===== src/rtl/lcd_regbank_pkg.sv =====
package lcd_regbank_pkg;

  localparam int unsigned REG_CNT = 6;

  typedef enum logic [2:0] {
    SEL_CTRL = 3'd0,
    SEL_TIM0 = 3'd1,
    SEL_TIM1 = 3'd2,
    SEL_TIM2 = 3'd3,
    SEL_STAT = 3'd4,
    SEL_SUBP = 3'd5
  } reg_sel_e;

  localparam logic [31:0] CTRL_KEEP_MASK  = 32'h01cf_f300;
  localparam logic [31:0] CTRL_FIXED_ONES = 32'hfe00_0c34;
  localparam logic [31:0] TIM0_FIXED_ONES = 32'h0000_000f;
  localparam logic [31:0] TIM2_FIXED_ONES = 32'hfc00_0000;
  localparam logic [31:0] SUBP_WMASK      = 32'ha1ff_ffff;

  // status flag index -> bit position in the status word
  localparam int unsigned FLAG_CNT = 3;
  localparam int unsigned FLG_FRAME = 0;
  localparam int unsigned FLG_SYNC  = 1;
  localparam int unsigned FLG_PAL   = 2;

  function automatic int unsigned flag_bitpos(int unsigned idx);
    case (idx)
      FLG_FRAME: return 0;
      FLG_SYNC:  return 2;
      default:   return 6;
    endcase
  endfunction

  typedef struct packed {
    logic        enable;
    logic        mono;
    logic [1:0]  irq_en;
    logic        tft;
    logic [1:0]  plm;
    logic [31:0] keep;
  } ctrl_t;

endpackage


===== src/rtl/lcd_addr_decode.sv =====
module lcd_addr_decode
  import lcd_regbank_pkg::*;
#(
  parameter int unsigned ADDR_W = 8
) (
  input  logic [ADDR_W-1:0]  addr_i,
  output logic [REG_CNT-1:0] sel_o
);
  // registers sit on consecutive 32-bit words from offset 0
  for (genvar g = 0; g < REG_CNT; g++) begin : g_sel
    assign sel_o[g] = (addr_i == ADDR_W'(g * 4));
  end
endmodule


===== src/rtl/lcd_ctrl_reg.sv =====
module lcd_ctrl_reg
  import lcd_regbank_pkg::*;
#(
  parameter int unsigned DATA_W = 32
) (
  input  logic              clk_i,
  input  logic              rst_ni,
  input  logic              we_i,
  input  logic [DATA_W-1:0] wdata_i,
  output ctrl_t             ctrl_o
);
  ctrl_t ctrl_q;

  always_ff @(posedge clk_i or negedge rst_ni) begin
    if (!rst_ni) begin
      ctrl_q <= '0;
    end else if (we_i) begin
      ctrl_q.enable <= wdata_i[0];
      ctrl_q.mono   <= wdata_i[1];
      ctrl_q.irq_en <= wdata_i[4:3];
      ctrl_q.tft    <= wdata_i[7];
      ctrl_q.plm    <= wdata_i[21:20];
      ctrl_q.keep   <= wdata_i[31:0] & CTRL_KEEP_MASK;
    end
  end

  assign ctrl_o = ctrl_q;

  p_keep_masked_r2: assert property (@(posedge clk_i) disable iff (!rst_ni)
    we_i |=> ((ctrl_q.keep & ~CTRL_KEEP_MASK) == '0));

  p_ctrl_hold_r2: assert property (@(posedge clk_i) disable iff (!rst_ni)
    !we_i |=> $stable(ctrl_q));
endmodule


===== src/rtl/lcd_dim_reg.sv =====
module lcd_dim_reg #(
  parameter int unsigned DATA_W = 32,
  parameter int unsigned DIM_W  = 10,
  localparam int unsigned HI_W  = DATA_W - DIM_W
) (
  input  logic              clk_i,
  input  logic              rst_ni,
  input  logic              we_i,
  input  logic [DATA_W-1:0] wdata_i,
  output logic [DIM_W-1:0]  dim_m1_o,
  output logic [HI_W-1:0]   hi_o,
  output logic [DIM_W:0]    dim_o
);
  logic [DIM_W-1:0] dim_m1_q;
  logic [HI_W-1:0]  hi_q;

  always_ff @(posedge clk_i or negedge rst_ni) begin
    if (!rst_ni) begin
      dim_m1_q <= '0;
      hi_q     <= '0;
    end else if (we_i) begin
      dim_m1_q <= wdata_i[DIM_W-1:0];
      hi_q     <= wdata_i[DATA_W-1:DIM_W];
    end
  end

  assign dim_m1_o = dim_m1_q;
  assign hi_o     = hi_q;
  assign dim_o    = (DIM_W+1)'(dim_m1_q) + (DIM_W+1)'(1);

  p_dim_plus_one_r4: assert property (@(posedge clk_i) disable iff (!rst_ni)
    we_i |=> (dim_o == (DIM_W+1)'($past(wdata_i[DIM_W-1:0])) + (DIM_W+1)'(1)));

  p_dim_nonzero_r5: assert property (@(posedge clk_i) disable iff (!rst_ni)
    dim_o != '0);
endmodule


===== src/rtl/lcd_status_flags.sv =====
module lcd_status_flags #(
  parameter int unsigned FLAG_N = 3
) (
  input  logic              clk_i,
  input  logic              rst_ni,
  input  logic [FLAG_N-1:0] evt_i,
  input  logic              clr_we_i,
  input  logic [FLAG_N-1:0] clr_bits_i,
  output logic [FLAG_N-1:0] flags_o
);
  logic [FLAG_N-1:0] flags_q;

  for (genvar g = 0; g < FLAG_N; g++) begin : g_flag
    always_ff @(posedge clk_i or negedge rst_ni) begin
      if (!rst_ni) begin
        flags_q[g] <= 1'b0;
      end else if (evt_i[g]) begin
        flags_q[g] <= 1'b1;  // event wins over a same-cycle clear
      end else if (clr_we_i && clr_bits_i[g]) begin
        flags_q[g] <= 1'b0;
      end
    end

    p_evt_sets_r8: assert property (@(posedge clk_i) disable iff (!rst_ni)
      evt_i[g] |=> flags_q[g]);

    p_sticky_r9: assert property (@(posedge clk_i) disable iff (!rst_ni)
      (flags_q[g] && !(clr_we_i && clr_bits_i[g])) |=> flags_q[g]);

    p_clear_r9: assert property (@(posedge clk_i) disable iff (!rst_ni)
      (clr_we_i && clr_bits_i[g] && !evt_i[g]) |=> !flags_q[g]);

    p_no_spurious_r8: assert property (@(posedge clk_i) disable iff (!rst_ni)
      (!flags_q[g] && !evt_i[g]) |=> !flags_q[g]);
  end

  assign flags_o = flags_q;
endmodule


===== src/rtl/lcd_regbank.sv =====
module lcd_regbank
  import lcd_regbank_pkg::*;
#(
  parameter int unsigned ADDR_W = 8,
  parameter int unsigned DATA_W = 32,
  parameter int unsigned DIM_W  = 10,
  localparam int unsigned HI_W  = DATA_W - DIM_W,
  localparam int unsigned DIM_CNT = 2
) (
  input  logic              clk_i,
  input  logic              rst_ni,
  input  logic [ADDR_W-1:0] addr_i,
  input  logic              wr_en_i,
  input  logic [DATA_W-1:0] wdata_i,
  output logic [DATA_W-1:0] rdata_o,
  input  logic              frame_done_i,
  input  logic              palette_done_i,
  input  logic              sync_err_i,
  output logic              enable_o,
  output logic              mono_o,
  output logic              tft_o,
  output logic [1:0]        plm_o,
  output logic [DIM_W:0]    width_o,
  output logic [DIM_W:0]    height_o,
  output logic [DATA_W-1:0] subpanel_o,
  output logic              irq_o
);
  logic [REG_CNT-1:0] sel;
  ctrl_t              ctrl;
  logic [DIM_W-1:0]   dim_m1 [DIM_CNT];
  logic [HI_W-1:0]    dim_hi [DIM_CNT];
  logic [DIM_W:0]     dim    [DIM_CNT];
  logic [DATA_W-1:0]  tim2_q;
  logic [DATA_W-1:0]  subp_q;
  logic [FLAG_CNT-1:0] flags;
  logic [FLAG_CNT-1:0] evt;
  logic [FLAG_CNT-1:0] clr_bits;
  logic               any_sel;

  lcd_addr_decode #(.ADDR_W(ADDR_W)) u_dec (
    .addr_i (addr_i),
    .sel_o  (sel)
  );

  assign any_sel = |sel;

  lcd_ctrl_reg #(.DATA_W(DATA_W)) u_ctrl (
    .clk_i   (clk_i),
    .rst_ni  (rst_ni),
    .we_i    (wr_en_i && sel[int'(SEL_CTRL)]),
    .wdata_i (wdata_i),
    .ctrl_o  (ctrl)
  );

  // timing0 holds width, timing1 holds height
  for (genvar g = 0; g < DIM_CNT; g++) begin : g_dim
    lcd_dim_reg #(.DATA_W(DATA_W), .DIM_W(DIM_W)) u_dim (
      .clk_i    (clk_i),
      .rst_ni   (rst_ni),
      .we_i     (wr_en_i && sel[int'(SEL_TIM0) + g]),
      .wdata_i  (wdata_i),
      .dim_m1_o (dim_m1[g]),
      .hi_o     (dim_hi[g]),
      .dim_o    (dim[g])
    );
  end

  always_ff @(posedge clk_i or negedge rst_ni) begin
    if (!rst_ni) begin
      tim2_q <= '0;
      subp_q <= '0;
    end else if (wr_en_i) begin
      if (sel[int'(SEL_TIM2)]) tim2_q <= wdata_i;
      if (sel[int'(SEL_SUBP)]) subp_q <= wdata_i & SUBP_WMASK;
    end
  end

  assign evt[FLG_FRAME] = frame_done_i;
  assign evt[FLG_SYNC]  = sync_err_i;
  assign evt[FLG_PAL]   = palette_done_i;

  for (genvar g = 0; g < FLAG_CNT; g++) begin : g_clr
    assign clr_bits[g] = wdata_i[flag_bitpos(g)];
  end

  lcd_status_flags #(.FLAG_N(FLAG_CNT)) u_stat (
    .clk_i      (clk_i),
    .rst_ni     (rst_ni),
    .evt_i      (evt),
    .clr_we_i   (wr_en_i && sel[int'(SEL_STAT)]),
    .clr_bits_i (clr_bits),
    .flags_o    (flags)
  );

  assign irq_o = (flags[FLG_FRAME] && ctrl.irq_en[0]) ||
                 (flags[FLG_PAL]   && ctrl.irq_en[1]);

  always_comb begin
    rdata_o = '0;
    if (sel[int'(SEL_CTRL)]) begin
      rdata_o          = CTRL_FIXED_ONES | ctrl.keep;
      rdata_o[0]       = rdata_o[0] | ctrl.enable;
      rdata_o[1]       = rdata_o[1] | ctrl.mono;
      rdata_o[4:3]     = rdata_o[4:3] | ctrl.irq_en;
      rdata_o[7]       = rdata_o[7] | ctrl.tft;
      rdata_o[21:20]   = rdata_o[21:20] | ctrl.plm;
      rdata_o[23]      = rdata_o[23] | ctrl.tft;
    end
    if (sel[int'(SEL_TIM0)]) rdata_o = {dim_hi[0], dim_m1[0]} | TIM0_FIXED_ONES;
    if (sel[int'(SEL_TIM1)]) rdata_o = {dim_hi[1], dim_m1[1]};
    if (sel[int'(SEL_TIM2)]) rdata_o = tim2_q | TIM2_FIXED_ONES;
    if (sel[int'(SEL_STAT)]) begin
      for (int i = 0; i < FLAG_CNT; i++) rdata_o[flag_bitpos(i)] = flags[i];
    end
    if (sel[int'(SEL_SUBP)]) rdata_o = subp_q;
  end

  assign enable_o   = ctrl.enable;
  assign mono_o     = ctrl.mono;
  assign tft_o      = ctrl.tft;
  assign plm_o      = ctrl.plm;
  assign width_o    = dim[0];
  assign height_o   = dim[1];
  assign subpanel_o = subp_q;

  p_sel_onehot_r11: assert property (@(posedge clk_i) disable iff (!rst_ni)
    $onehot0(sel));

  p_unmapped_quiet_r11: assert property (@(posedge clk_i) disable iff (!rst_ni)
    (wr_en_i && !any_sel) |=> ($stable(ctrl) && $stable(tim2_q) && $stable(subp_q)
                               && $stable(width_o) && $stable(height_o)));

  p_unmapped_zero_r11: assert property (@(posedge clk_i) disable iff (!rst_ni)
    !any_sel |-> (rdata_o == '0));

  p_irq_gated_r10: assert property (@(posedge clk_i) disable iff (!rst_ni)
    (ctrl.irq_en == 2'b00) |-> !irq_o);

  p_sync_no_irq_r10: assert property (@(posedge clk_i) disable iff (!rst_ni)
    (!flags[FLG_FRAME] && !flags[FLG_PAL]) |-> !irq_o);

  p_subp_mask_r7: assert property (@(posedge clk_i) disable iff (!rst_ni)
    (subpanel_o & ~SUBP_WMASK) == '0);

  p_ctrl_fixed_r3: assert property (@(posedge clk_i) disable iff (!rst_ni)
    sel[int'(SEL_CTRL)] |-> ((rdata_o & CTRL_FIXED_ONES) == CTRL_FIXED_ONES));

  p_tft_mirror_r3: assert property (@(posedge clk_i) disable iff (!rst_ni)
    (sel[int'(SEL_CTRL)] && tft_o) |-> (rdata_o[7] && rdata_o[23]));
endmodule


===== config.mk =====
export PLATFORM = sky130hd
export DESIGN_NAME = lcd_regbank
export DESIGN_NICKNAME = d
export VERILOG_FILES = /design/src/rtl/lcd_regbank_pkg.sv /design/src/rtl/lcd_addr_decode.sv /design/src/rtl/lcd_ctrl_reg.sv /design/src/rtl/lcd_dim_reg.sv /design/src/rtl/lcd_status_flags.sv /design/src/rtl/lcd_regbank.sv
export SDC_FILE = /design/constraint.sdc
export NUM_CORES = 1
export LEC_CHECK = 0
export BUFFER_PORTS_ARGS = -buffer_cell sky130_fd_sc_hd__buf_2
export CELL_PAD_IN_SITES_DETAIL_PLACEMENT = 0
export CELL_PAD_IN_SITES_GLOBAL_PLACEMENT = 2
export CORE_ASPECT_RATIO = 2
export CORE_UTILIZATION = 40
export DETAILED_ROUTE_END_ITERATION = 7
export PLACE_DENSITY = 0.87
export SYNTH_ARGS = -nofsm -noshare
export SYNTH_HDL_FRONTEND = slang
export SYNTH_SLANG_ARGS = --single-unit

===== constraint.sdc =====
create_clock -name clk_i -period 3.19 [get_ports clk_i]
set_input_delay 0.1595 -clock clk_i [delete_from_list [all_inputs] [get_ports clk_i]]
set_output_delay 0.1595 -clock clk_i [all_outputs]
set_load 0.005 [all_outputs]

==> results.sh <==
export IMPL_area_delta_synth_final_pct=21.28
export IMPL_final_net_count=712
export IMPL_timing_final_hold_violations=0
export IMPL_grtUsageMet2_pct=38.16
export IMPL_endpoint_kind="output port"
export IMPL_start_util_pct=41.00
export IMPL_max_vdd_ir_drop_v=0.0003963
export IMPL_crit_chain="buf_2 -> buf_4 -> nor2b_1 -> buf_4 -> o2bb2ai_1 -> a221oi_1 -> a21oi_1 -> buf_2"
export IMPL_status="finished, final reports clean"
export IMPL_synth_top_cell_area_share_pct=50.96
export IMPL_dr_total_vias=4859
export IMPL_first_global_vias=5160
export IMPL_seq_power_share_pct=46.1
export IMPL_critPathBufInv=4
export IMPL_finalCriticalPeriod_ns=2.288
export IMPL_ant_nets=0
export IMPL_clock_power_share_pct=45.7
export IMPL_worst_slew_margin_rel_pct=54.42
export IMPL_detail_route_drc_violations=0
export IMPL_pin_count_of_the_biggest_net_entering_global_routing=76
export IMPL_post_cts_setup_buffer_count=0
export IMPL_power_switching_fraction_pct=23.78
export IMPL_global_route_peak_usage_layer="met2"
export IMPL_hpwl_after_dpl_um=12530
export IMPL_post_synthesis_average_cell_area_sq_um=12.97
export IMPL_finalClockSkew_ns=0
export IMPL_finalHoldWorstSlack_ns=0.01586
export IMPL_groute_layer_met1_usage_pct=24.66
export IMPL_power_internal_mw=3.177
export IMPL_fin_crit_sh_pct=71.73
export IMPL_globalRouteTotalUtil_pct=21.59
export IMPL_post_synth_most_frequent_cells="sky130_fd_sc_hd__dfrtp_1 (140), sky130_fd_sc_hd__mux2_2 (116), sky130_fd_sc_hd__nand2_1 (37)"
export IMPL_arrival_ns=2.13
export IMPL_wire_per_inst_um=20.56
export IMPL_cts_resized=0
export IMPL_power_static_leakage_nw=4.356
export IMPL_firstDrtPassIters=4
export IMPL_cts_sinks=140
export IMPL_clock_insertion_delay_at_the_later_pin_of_the_skew_report_ns=0.41
export IMPL_worstSetupStartpointType="primary input"
export IMPL_maximum_fanout_along_the_worst_path=33
export IMPL_slew_viol_final=0
export IMPL_nFillCells=1559
export IMPL_floorplan_rows=67
export IMPL_critical_path_required_ns=3.03
export IMPL_numCtsBuffers=17
export IMPL_sum_of_negative_setup_slack_ns=0
export IMPL_die_area_sq_um=17740
export IMPL_routed_wirelength_um=18180
export IMPL_number_of_unique_standard_cell_types_used_by_synthesis=56
export IMPL_gate_count_after_technology_mapping=530
export IMPL_number_of_antenna_violations_at_the_first_check_in_global_routing=0
export IMPL_die_h_um=187.4
export IMPL_most_area_consuming_cells_after_synthesis="sky130_fd_sc_hd__dfrtp_1 (51%), sky130_fd_sc_hd__mux2_2 (19%), sky130_fd_sc_hd__mux2_4 (6.6%)"
export IMPL_rsz0062_at_grt="no"
export IMPL_synth_main_ff_cell="sky130_fd_sc_hd__dfrtp_1"
export IMPL_cts_tree="built"
export IMPL_grt_overflow_total=0
export IMPL_vias_per_cell=5.497
export IMPL_drtIter0Drc=148
export IMPL_clk_root_buffer_cell="sky130_fd_sc_hd__clkbuf_16"
export IMPL_synthMostInstantiatedCell="sky130_fd_sc_hd__dfrtp_1"
export IMPL_pwr_share_comb_pct=8.1
export IMPL_post_cts_hold_buffer_count=7
export IMPL_met3_usage_pct=3.537
export IMPL_antenna_cells_inserted=0
export IMPL_worst_setup_hold_path_clk_slew_ns=0.06
export IMPL_synth_seq_cells=140
export IMPL_max_cap_violations=0
export IMPL_fp_dieW_um=94.70
export IMPL_cts_htree_levels=4
export IMPL_clock_fmax_mhz=437.0
export IMPL_worstMarginPinSlew_ns=0.6837
export IMPL_timing_critical_path_slowest_stage_cell="sky130_fd_sc_hd__buf_4"
export IMPL_timing_worst_setup_path_type="primary input to output port"
export IMPL_synth_edff_count=0
export IMPL_fp_coreArea_sq_um=16770
export IMPL_portBuffers=132
export IMPL_holdCritPathClass="primary input to flop"
export IMPL_yosysWarningCount=0
export IMPL_design_portCount=138
export IMPL_synthDominantAreaCellType="sky130_fd_sc_hd__dfrtp_1"
export IMPL_p_switching_mw=0.9910
export IMPL_grt_pass1_wl_um=28560
export IMPL_clock_path_buffers=2
export IMPL_crit_family="buffers and inverters"
export IMPL_postLayoutSetupSlackWorst_ns=0.9019
export IMPL_area_of_the_mapped_netlist_sq_um=6874
export IMPL_gp_congestion=0.8062
export IMPL_power_density_nw_per_um2=500.0
export IMPL_final_setup_violation_count=0
export IMPL_post_route_cells_drive_above_1_share_pct=49.48
export IMPL_slowest_delay_ns=0.46
export IMPL_postSynth_asyncResetShare_pct=100.0
export IMPL_synth_seq_area_share_pct=50.96
export IMPL_dpl_worst_slack_ns=0.8439
[kinds of logic after synthesis]
group / after synthesis / synth area share, %
xor+xnor: 16 / 2.039
buf+inv: 46 / 4.022
other cells: 1 / 0.05455
fa+ha+maj: 2 / 0.3640
simple gates: 94 / 7.317
compound gates: 73 / 7.554
mux: 158 / 27.68
flops: 140 / 50.96
[state kept, by name, indices dropped and copies added (netlist names)]
signal and cells:
g_dim.u_dim.hi_o 44, subpanel_o 27, g_dim.u_dim.dim_m1_o 20, tim2_q 26, u_ctrl.ctrl_o 20, u_stat.flags_o 3
[path summary, 6_finish.rpt]
kind,end,cells past startpoint,from,slack (ns)
worst max-delay path,rdata_o[7],8,addr_i[2],0.90
worst min-delay path,g_dim[0].u_dim.hi_o[15],2,wdata_i[25],0.02
worst max register to register,g_dim[1].u_dim.dim_m1_o[7],1,g_dim[1].u_dim.dim_m1_o[7],2.31
worst min register to register,g_dim[1].u_dim.hi_o[7],1,g_dim[1].u_dim.hi_o[7],0.50
max in group asynchronous,subpanel_o[17],3,rst_ni,2.06
min in group asynchronous,g_dim[0].u_dim.hi_o[17],2,rst_ni,0.31
[stage by stage]
stage	std cells	utilization, %	cell area (sq um)	power, mW
after floorplan	534	-	6889	2.113
after global placement	845	45.88	7692	2.275
after detailed placement	845	45.88	7692	2.290
after CTS	884	49.72	8337	4.204
after global routing	884	49.72	8337	4.323
final	884	49.72	8337	4.168
[area by class of cell]
type,instances,area (sq um),area share (%)
Sequential cell,140,3503,42.02
Tap cell,207,259.0,3.107
Multi-Input combinational cell,348,3126,37.49
Timing Repair Buffer,151,852.1,10.22
Clock buffer,22,484.2,5.808
Inverter,6,22.52,0.2701
Clock inverter,10,90.09,1.081
[layout by cell type (no fill, tap or decap), drive strengths merged, types with 6 or more instances in the layout]
cell         netlist  final
a21oi             18     18
a221o              8      8
buf               28    144
clkbuf            12     22
clkinv             1      7
dfrtp            140    140
dlygate4sd3        0      7
mux2             147    147
mux2i              9      9
nand2             38     38
nand3             11     11
nor2              17     17
nor3               6      6
o21ai              7      7
o22ai             10     10
xnor2             11     11
[power by group through the flow]
stage                     clock network [mW]  logic, mW  registers, mW
after floorplan                            0      0.179           1.93
after global placement                     0      0.328           1.95
after detailed placement                   0      0.337           1.95
after CTS                               1.94      0.346           1.92
after global routing                    2.02      0.373           1.93
final                                   1.91      0.340           1.92
[routing by layer]
layer	vias up	routed length (um)
met5	-	0
met4	0	639
met3	37	577
met2	124	9993
met1	2515	6966
li1	2183	-
Note: power is estimated with default switching activity, not from simulation.
